### config.mk
export PLATFORM = sky130hd
export DESIGN_NAME = keyguard_wdt
export DESIGN_NICKNAME = d
export VERILOG_FILES = /design/src/rtl/keyguard_wdt_pkg.sv /design/src/rtl/keyguard_unlock.sv /design/src/rtl/keyguard_regs.sv /design/src/rtl/keyguard_counter.sv /design/src/rtl/keyguard_pulse.sv /design/src/rtl/keyguard_wdt.sv
export SDC_FILE = /design/constraint.sdc
export NUM_CORES = 1
export LEC_CHECK = 0
export BUFFER_PORTS_ARGS = -buffer_cell sky130_fd_sc_hd__buf_4
export CAP_MARGIN = 0
export CORE_ASPECT_RATIO = 1.4
export CORE_MARGIN = 2
export CORE_UTILIZATION = 45
export CTS_BUF_LIST = sky130_fd_sc_hd__clkbuf_2
export CTS_CLUSTER_DIAMETER = 80
export DETAILED_ROUTE_END_ITERATION = 10
export GPL_TIMING_DRIVEN = 1
export PLACE_DENSITY = 0.66
export SKIP_CTS_REPAIR_TIMING = 1
export SYNTH_ARGS = -nofsm -noshare
export SYNTH_HDL_FRONTEND = slang
export SYNTH_SLANG_ARGS = --single-unit
export TNS_END_PERCENT = 5
### constraint.sdc
create_clock -name clk -period 2.4 [get_ports clk]
set_input_delay 0.24 -clock clk [delete_from_list [all_inputs] [get_ports clk]]
set_output_delay 0.24 -clock clk [all_outputs]
set_load 0.005 [all_outputs]
### src/rtl/keyguard_wdt_pkg.sv
package keyguard_wdt_pkg;

   typedef enum logic [1:0] {
      UL_IDLE = 2'd0,
      UL_HALF = 2'd1,
      UL_OPEN = 2'd2
   } unlock_state_e;

   // register map (word addresses)
   localparam int unsigned ADR_KEY_A  = 0;
   localparam int unsigned ADR_KEY_B  = 1;
   localparam int unsigned ADR_LIMIT  = 2;
   localparam int unsigned ADR_ENABLE = 3;
   localparam int unsigned ADR_EVENT  = 4;
   localparam int unsigned ADR_CLEAR  = 5;
   localparam int unsigned ADR_COUNT  = 6;

   localparam int unsigned EN_BIT_RUN   = 0;
   localparam int unsigned EN_BIT_RESET = 1;

endpackage

### src/rtl/keyguard_unlock.sv
module keyguard_unlock
   import keyguard_wdt_pkg::*;
#(
   parameter int unsigned ADDR_W = 4,
   parameter int unsigned DATA_W = 32,
   parameter int unsigned KEY_W  = 16,
   parameter logic [KEY_W-1:0] KEY_A = 16'hBABA,
   parameter logic [KEY_W-1:0] KEY_B = 16'hEB10
) (
   input  logic              clk,
   input  logic              rst_n,
   input  logic              bus_valid,
   input  logic              bus_write,
   input  logic [ADDR_W-1:0] bus_addr,
   input  logic [DATA_W-1:0] bus_wdata,
   output logic              unlocked
);

   localparam logic [ADDR_W-1:0] A_KEY_A = ADDR_W'(ADR_KEY_A);
   localparam logic [ADDR_W-1:0] A_KEY_B = ADDR_W'(ADR_KEY_B);
   localparam logic [DATA_W-1:0] KEY_A_X = DATA_W'(KEY_A);
   localparam logic [DATA_W-1:0] KEY_B_X = DATA_W'(KEY_B);

   if (KEY_W > DATA_W) begin : g_bad_key
      $error("keyguard_unlock: KEY_W must not exceed DATA_W");
   end

   unlock_state_e state_q, state_d;
   logic          key_a_ok, key_b_ok;

   assign key_a_ok = bus_valid && bus_write && (bus_addr == A_KEY_A) && (bus_wdata == KEY_A_X);
   assign key_b_ok = bus_valid && bus_write && (bus_addr == A_KEY_B) && (bus_wdata == KEY_B_X);

   always_comb begin
      state_d = state_q;
      if (bus_valid) begin
         if (key_a_ok) begin
            state_d = UL_HALF;
         end else if ((state_q == UL_HALF) && key_b_ok) begin
            state_d = UL_OPEN;
         end else begin
            state_d = UL_IDLE;
         end
      end
   end

   always_ff @(posedge clk or negedge rst_n) begin
      if (!rst_n) state_q <= UL_IDLE;
      else        state_q <= state_d;
   end

   assign unlocked = (state_q == UL_OPEN);

endmodule

### src/rtl/keyguard_regs.sv
module keyguard_regs
   import keyguard_wdt_pkg::*;
#(
   parameter int unsigned ADDR_W = 4,
   parameter int unsigned DATA_W = 32,
   parameter int unsigned CNT_W  = 32,
   parameter logic [CNT_W-1:0] LIMIT_INIT = '1
) (
   input  logic              clk,
   input  logic              rst_n,
   input  logic              bus_valid,
   input  logic              bus_write,
   input  logic [ADDR_W-1:0] bus_addr,
   input  logic [DATA_W-1:0] bus_wdata,
   input  logic              unlocked,
   input  logic              fire,
   output logic [CNT_W-1:0]  limit_q,
   output logic              en_run,
   output logic              en_reset,
   output logic              event_q,
   output logic              clear_pulse
);

   localparam logic [ADDR_W-1:0] A_LIMIT  = ADDR_W'(ADR_LIMIT);
   localparam logic [ADDR_W-1:0] A_ENABLE = ADDR_W'(ADR_ENABLE);
   localparam logic [ADDR_W-1:0] A_EVENT  = ADDR_W'(ADR_EVENT);
   localparam logic [ADDR_W-1:0] A_CLEAR  = ADDR_W'(ADR_CLEAR);

   if (CNT_W > DATA_W) begin : g_bad_cnt
      $error("keyguard_regs: CNT_W must not exceed DATA_W");
   end

   logic commit;
   logic wr_limit, wr_enable, wr_event;

   assign commit      = bus_valid && bus_write && unlocked;
   assign wr_limit    = commit && (bus_addr == A_LIMIT);
   assign wr_enable   = commit && (bus_addr == A_ENABLE);
   assign wr_event    = commit && (bus_addr == A_EVENT);
   assign clear_pulse = commit && (bus_addr == A_CLEAR);

   always_ff @(posedge clk or negedge rst_n) begin
      if (!rst_n) begin
         limit_q  <= LIMIT_INIT;
         en_run   <= 1'b0;
         en_reset <= 1'b0;
      end else begin
         if (wr_limit) limit_q <= bus_wdata[CNT_W-1:0];
         if (wr_enable) begin
            en_run   <= bus_wdata[EN_BIT_RUN];
            en_reset <= bus_wdata[EN_BIT_RESET];
         end
      end
   end

   // a new event wins over a clear in the same cycle
   always_ff @(posedge clk or negedge rst_n) begin
      if (!rst_n)                        event_q <= 1'b0;
      else if (fire)                     event_q <= 1'b1;
      else if (wr_event && !bus_wdata[0]) event_q <= 1'b0;
   end

endmodule

### src/rtl/keyguard_counter.sv
module keyguard_counter #(
   parameter int unsigned CNT_W = 32
) (
   input  logic             clk,
   input  logic             rst_n,
   input  logic             run,
   input  logic             clear,
   input  logic [CNT_W-1:0] limit,
   output logic [CNT_W-1:0] cnt_q,
   output logic             hit
);

   if (CNT_W < 2) begin : g_bad_w
      $error("keyguard_counter: CNT_W must be at least 2");
   end

   assign hit = run && (cnt_q == limit);

   always_ff @(posedge clk or negedge rst_n) begin
      if (!rst_n)      cnt_q <= '0;
      else if (clear)  cnt_q <= '0;
      else if (hit)    cnt_q <= '0;
      else if (run)    cnt_q <= cnt_q + 1'b1;
   end

endmodule

### src/rtl/keyguard_pulse.sv
module keyguard_pulse #(
   parameter int unsigned LEN        = 4,
   parameter bit          ACTIVE_LOW = 1'b0
) (
   input  logic clk,
   input  logic rst_n,
   input  logic trigger,
   output logic active,
   output logic pin
);

   localparam int unsigned PW = $clog2(LEN + 1);

   if (LEN < 1) begin : g_bad_len
      $error("keyguard_pulse: LEN must be at least 1");
   end

   logic [PW-1:0] left_q;

   always_ff @(posedge clk or negedge rst_n) begin
      if (!rst_n)              left_q <= '0;
      else if (trigger)        left_q <= PW'(LEN);
      else if (left_q != '0)   left_q <= left_q - 1'b1;
   end

   assign active = (left_q != '0);

   if (ACTIVE_LOW) begin : g_low
      assign pin = ~active;
   end else begin : g_high
      assign pin = active;
   end

endmodule

### src/rtl/keyguard_wdt.sv
module keyguard_wdt
   import keyguard_wdt_pkg::*;
#(
   parameter int unsigned ADDR_W     = 4,
   parameter int unsigned DATA_W     = 32,
   parameter int unsigned CNT_W      = 32,
   parameter int unsigned KEY_W      = 16,
   parameter logic [KEY_W-1:0] KEY_A = 16'hBABA,
   parameter logic [KEY_W-1:0] KEY_B = 16'hEB10,
   parameter int unsigned RST_CYCLES = 4,
   parameter bit          RST_ACTIVE_LOW = 1'b0
) (
   input  logic              clk,
   input  logic              rst_n,
   input  logic              bus_valid,
   input  logic              bus_write,
   input  logic [ADDR_W-1:0] bus_addr,
   input  logic [DATA_W-1:0] bus_wdata,
   output logic [DATA_W-1:0] bus_rdata,
   output logic              wdt_rst_o
);

   localparam logic [ADDR_W-1:0] A_LIMIT  = ADDR_W'(ADR_LIMIT);
   localparam logic [ADDR_W-1:0] A_ENABLE = ADDR_W'(ADR_ENABLE);
   localparam logic [ADDR_W-1:0] A_EVENT  = ADDR_W'(ADR_EVENT);
   localparam logic [ADDR_W-1:0] A_COUNT  = ADDR_W'(ADR_COUNT);

   if (ADDR_W < 3) begin : g_bad_addr
      $error("keyguard_wdt: ADDR_W must be at least 3");
   end

   logic             unlocked;
   logic [CNT_W-1:0] limit_q, cnt_q;
   logic             en_run, en_reset, event_q, clear_pulse;
   logic             hit, fire, pulse_active;

   assign fire = hit && en_reset;

   keyguard_unlock #(
      .ADDR_W(ADDR_W), .DATA_W(DATA_W), .KEY_W(KEY_W), .KEY_A(KEY_A), .KEY_B(KEY_B)
   ) u_unlock (
      .clk(clk), .rst_n(rst_n), .bus_valid(bus_valid), .bus_write(bus_write),
      .bus_addr(bus_addr), .bus_wdata(bus_wdata), .unlocked(unlocked)
   );

   keyguard_regs #(
      .ADDR_W(ADDR_W), .DATA_W(DATA_W), .CNT_W(CNT_W)
   ) u_regs (
      .clk(clk), .rst_n(rst_n), .bus_valid(bus_valid), .bus_write(bus_write),
      .bus_addr(bus_addr), .bus_wdata(bus_wdata), .unlocked(unlocked), .fire(fire),
      .limit_q(limit_q), .en_run(en_run), .en_reset(en_reset), .event_q(event_q),
      .clear_pulse(clear_pulse)
   );

   keyguard_counter #(.CNT_W(CNT_W)) u_counter (
      .clk(clk), .rst_n(rst_n), .run(en_run), .clear(clear_pulse),
      .limit(limit_q), .cnt_q(cnt_q), .hit(hit)
   );

   keyguard_pulse #(.LEN(RST_CYCLES), .ACTIVE_LOW(RST_ACTIVE_LOW)) u_pulse (
      .clk(clk), .rst_n(rst_n), .trigger(fire), .active(pulse_active), .pin(wdt_rst_o)
   );

   always_comb begin
      bus_rdata = '0;
      unique case (bus_addr)
         A_LIMIT:  bus_rdata = DATA_W'(limit_q);
         A_ENABLE: bus_rdata = DATA_W'({en_reset, en_run});
         A_EVENT:  bus_rdata = DATA_W'(event_q);
         A_COUNT:  bus_rdata = DATA_W'(cnt_q);
         default:  bus_rdata = '0;
      endcase
   end

endmodule

==> reports/summary.md <==
Net switching is 31.6% of the power. For this design the total switching power over the nets is 946 uW. The core region area came out at 0.00908 sq mm. Setup repair after global routing left no endpoint under its margin. The average size of a mapped cell was 10.4 sq um; the proportion of power drawn by combinational gates was 21.8%.

The clock-pin slew on the worst setup and hold paths was 190 ps. The die is 86.1 um wide. The filler cell count in the final layout was 794; the remaining design rule violation count was 0.

The initial antenna violation count was 0; the sequential power share was 48.3%. The count of yosys warnings during synthesis was 0; the number of global-route vias before repair was 3,457. For the first-pass GRT wire length, the log shows 18,500 um.

Once placement finished, the instance area stood at 0.00491 sq mm. In this run the worst path has a maximum fanout of 2. The later-pin clock latency in the skew report was 550 ps. The run gives 0 as the remaining global-route overflow. The cell family contributing the most delay on the critical path is buffers and inverters.

The worst path needs 2250 ps of the cycle, external delays included. The tools report the root buffer selected by CTS as sky130_fd_sc_hd__clkbuf_2. For the total track usage, the log shows 23.8%.

The critical path goes through dlygate4sd3_1, buf_4, nor4_1, nand4_1, nor4_1, nand4_1, o21ai_0, dlygate4sd3_1. Of all cell types, the one taking the most synthesized area is sky130_fd_sc_hd__dfrtp_1. Counting flops with a built-in enable in the synthesized netlist gives 0. Summing internal, switching and leakage power gives 2990 uW. The cell type of the slowest stage on the worst timing path was sky130_fd_sc_hd__dlygate4sd3_1. The run gives 72 as the clock net sink count. The number of antenna diodes in the final layout is 0.

The number of setup violations in the final report is 0. Adding up every negative setup slack in the final design gives 0 ps. Max-cap violations in this run came to 0.

The tools report the effective utilization at floorplan as 46.7%. The H-tree was split into 3 levels. The post-synthesis cell count was 409. The number of nets in the finished design was 564; the largest incremental delay on the critical path was 560 ps. The first routing iteration left 270 violations. In this run the remaining antenna-violating nets after routing total 0. The longest clock path from root to sink contains 2 buffers. The tools report the worst voltage drop across the vdd grid as 244 uV.

Before antenna repair, the detailed router went through 4 iterations. Buffers placed on the I/O ports in this run total 72. Detailed-route wire length: 12,200 um. Detailed placement ended at an HPWL of 8650 um.

For the I/O pin total, the log shows 73. The run gives 43.4% as the sequential cell area fraction in the yosys report. Routability-driven placement finished with a final weighted congestion of 0.880.

The fraction of registers with async set/reset is 100%. The die covers 0.0102 sq mm. The number of register bits inferred by synthesis is 72.

The number of library cell types mapped by synthesis came out at 58. The number of pins exceeding their max-slew limit in the final report came out at 0. Sorting the synthesized cells by how often they occur yields 46 x sky130_fd_sc_hd__nor2_1, 40 x sky130_fd_sc_hd__dfrtp_1, 39 x sky130_fd_sc_hd__xnor2_1. The routed layout has 3,613 vias. The tools report the nature of the critical path startpoint as an input pin. In the finished design, the share of the clock period the worst path needs comes to 93.8%. Data arrival time of the worst path: 2740 ps.

The number of nets in the synthesized netlist is 452. For this run, the share of the core covered by cells in the final layout is 60.0%. The worst slew slack as a fraction of its limit is 37.8%, and the layout cell share with drive strength beyond 1 is 34.0%. The tools report the sort of element at the end of the critical path as a flip-flop. The clock arrives with 26.5 ps of skew.

With fillers left out, the area of the finished cells amounts to 0.00545 sq mm. The die is 119 um tall. In the post-synthesis netlist, the cell with the most instances is sky130_fd_sc_hd__nor2_1. Counting both buffers and inverters, the worst setup path holds a total of 3. The actual slew at the worst max-slew pin works out to 934 ps. STA puts the critical path data required time at 2890 ps.

The netlist area before placement was 0.00424 sq mm; the reported leakage power was 0.00239 uW. The run gives 41 as the standard-cell row count. TritonCTS built the clock tree.

The average wire length per cell after detail routing works out to 19.2 um. Relative to the synthesized area, the layout overhead comes to 28.4%. Cell internal power was estimated by the tool at 2040 uW. Setup slack closes at 149 ps. Entering global routing, the biggest net connects 73 pins. The critical path class is in2reg. The path type of the worst min-delay path was in2reg. The logs give 0 for the count of endpoints failing hold in the final timing report and 320 ps for the pre-CTS setup slack.

Of the total power, the clock network draws 29.9%. Summing all multi-input logic gate instances after layout gives 0.00227 sq mm. The fraction of post-synthesis cell area in the top cell type by area is 23.6%. Registers take 0.00184 sq mm.

The via density per instance works out to 5.71. The run finished with clean final reports. After synthesis, the cell types taking the most area are sky130_fd_sc_hd__dfrtp_1 24%, sky130_fd_sc_hd__dfstp_2 20%, sky130_fd_sc_hd__mux2_2 8.2%, sky130_fd_sc_hd__xnor2_1 8.1%, sky130_fd_sc_hd__a22o_1 6.2%. The timing-limited maximum frequency came out at 444 MHz. Dividing total power by cell area gives a power density of 549 mW/mm^2.

The most used flip-flop cell after synthesis is sky130_fd_sc_hd__dfrtp_1. Clock tree synthesis inserted a total of 9 buffers.
## cell type report
cell class	instances	area share [%]
clock buffers	9	0.827
flip-flops and latches	72	33.8
multi-input cells	306	41.7
clock inverters	7	2.02
well taps	107	2.46
inverters	11	0.758
repair buffers	121	18.4
## per-layer routing
metal,share of wire (%),global-route usage (%)
met3,3.9,3.67
met2,50,38.9
met1,41,29.7
met4,4.5,13.3
met5,0,0
## metrics by stage
stage	cells	hold slack [ps]
floorplan	409	-55.6
global placement	579	430
detailed placement	579	438
CTS	595	-198
global route	633	115
finish	633	144
## power by group through the flow
stage / sequential, uW / combinational (uW) / clock, uW
floorplan: 1380 / 441 / 0
global placement: 1450 / 587 / 0
detailed placement: 1460 / 605 / 0
CTS: 1440 / 609 / 914
global route: 1450 / 715 / 968
finish: 1440 / 653 / 894
## registers in the layout, indices dropped and copies added, names as in the netlist
| signal | count |
|---|---|
| u_counter.cnt_q | 32 |
| u_pulse.left_q | 3 |
| u_regs.en_reset | 1 |
| u_regs.en_run | 1 |
| u_regs.event_q | 1 |
| u_regs.limit_q | 32 |
| u_unlock.state_q | 2 |
## kinds of logic (layout without fill, tap and decap cells)
family / Yosys count / count (layout) / share of synthesized area (%)
flip-flops: 72 / 72 / 43.4
AO/OA/AOI/OAI: 57 / 57 / 10.9
buffers and inverters: 31 / 148 / 3.30
multiplexers: 34 / 34 / 8.96
adder cells (fa/ha/maj): 3 / 3 / 0.885
XOR/XNOR: 59 / 59 / 12.2
AND/OR/NAND/NOR: 153 / 153 / 20.4
## worst register-to-register path, cell delays in order (launching register included)
cell and delay [ps]:
sky130_fd_sc_hd__dfstp_2 600, sky130_fd_sc_hd__xnor2_1 160, sky130_fd_sc_hd__nand4_1 180, sky130_fd_sc_hd__nor4_1 330, sky130_fd_sc_hd__nand4_2 250, sky130_fd_sc_hd__nand2_1 160, sky130_fd_sc_hd__buf_4 220, sky130_fd_sc_hd__o21ai_1 110
## worst paths after layout
path,start,endpoint,slack [ps],cells after the start
min reg2reg,u_regs.en_reset,u_pulse.left_q[0],480,1
max reg2reg,u_regs.limit_q[4],u_counter.cnt_q[29],270,7
min,bus_write,u_unlock.state_q[1],140,5
max,bus_wdata[31],u_unlock.state_q[0],150,8
max in group asynchronous,rst_n,u_counter.cnt_q[31],1430,2
min in group asynchronous,rst_n,u_counter.cnt_q[13],340,2
## layout by cell type, fill, tap and decap left out, types with 2 or more instances in the layout
| cell type | n |
|---|---|
| sky130_fd_sc_hd__buf_4 | 83 |
| sky130_fd_sc_hd__nor2_1 | 45 |
| sky130_fd_sc_hd__dfrtp_1 | 40 |
| sky130_fd_sc_hd__xnor2_1 | 39 |
| sky130_fd_sc_hd__dlygate4sd3_1 | 38 |
| sky130_fd_sc_hd__dfstp_2 | 32 |
| sky130_fd_sc_hd__mux2_2 | 31 |
| sky130_fd_sc_hd__a22o_1 | 30 |
| sky130_fd_sc_hd__nand2_1 | 25 |
| sky130_fd_sc_hd__xor2_1 | 20 |
| sky130_fd_sc_hd__nand4_1 | 19 |
| sky130_fd_sc_hd__nand3_1 | 16 |
| sky130_fd_sc_hd__inv_1 | 10 |
| sky130_fd_sc_hd__clkbuf_2 | 9 |
| sky130_fd_sc_hd__o21ai_0 | 8 |
| sky130_fd_sc_hd__nor4_1 | 6 |
| sky130_fd_sc_hd__nor3_1 | 6 |
| sky130_fd_sc_hd__and3_1 | 5 |
| sky130_fd_sc_hd__clkinv_1 | 3 |
| sky130_fd_sc_hd__a22oi_1 | 3 |
| sky130_fd_sc_hd__nor3_4 | 3 |
| sky130_fd_sc_hd__a21oi_1 | 3 |
| sky130_fd_sc_hd__and2_1 | 3 |
| sky130_fd_sc_hd__ha_1 | 3 |
| sky130_fd_sc_hd__bufinv_16 | 3 |
| sky130_fd_sc_hd__nor2_2 | 2 |
| sky130_fd_sc_hd__a32oi_1 | 2 |
| sky130_fd_sc_hd__and4_1 | 2 |
| sky130_fd_sc_hd__o21ai_1 | 2 |
| sky130_fd_sc_hd__nand4b_1 | 2 |
| sky130_fd_sc_hd__nor4b_1 | 2 |
| sky130_fd_sc_hd__nor4bb_1 | 2 |
| sky130_fd_sc_hd__mux2i_1 | 2 |
No activity file was read; power rests on OpenSTA's default activity.
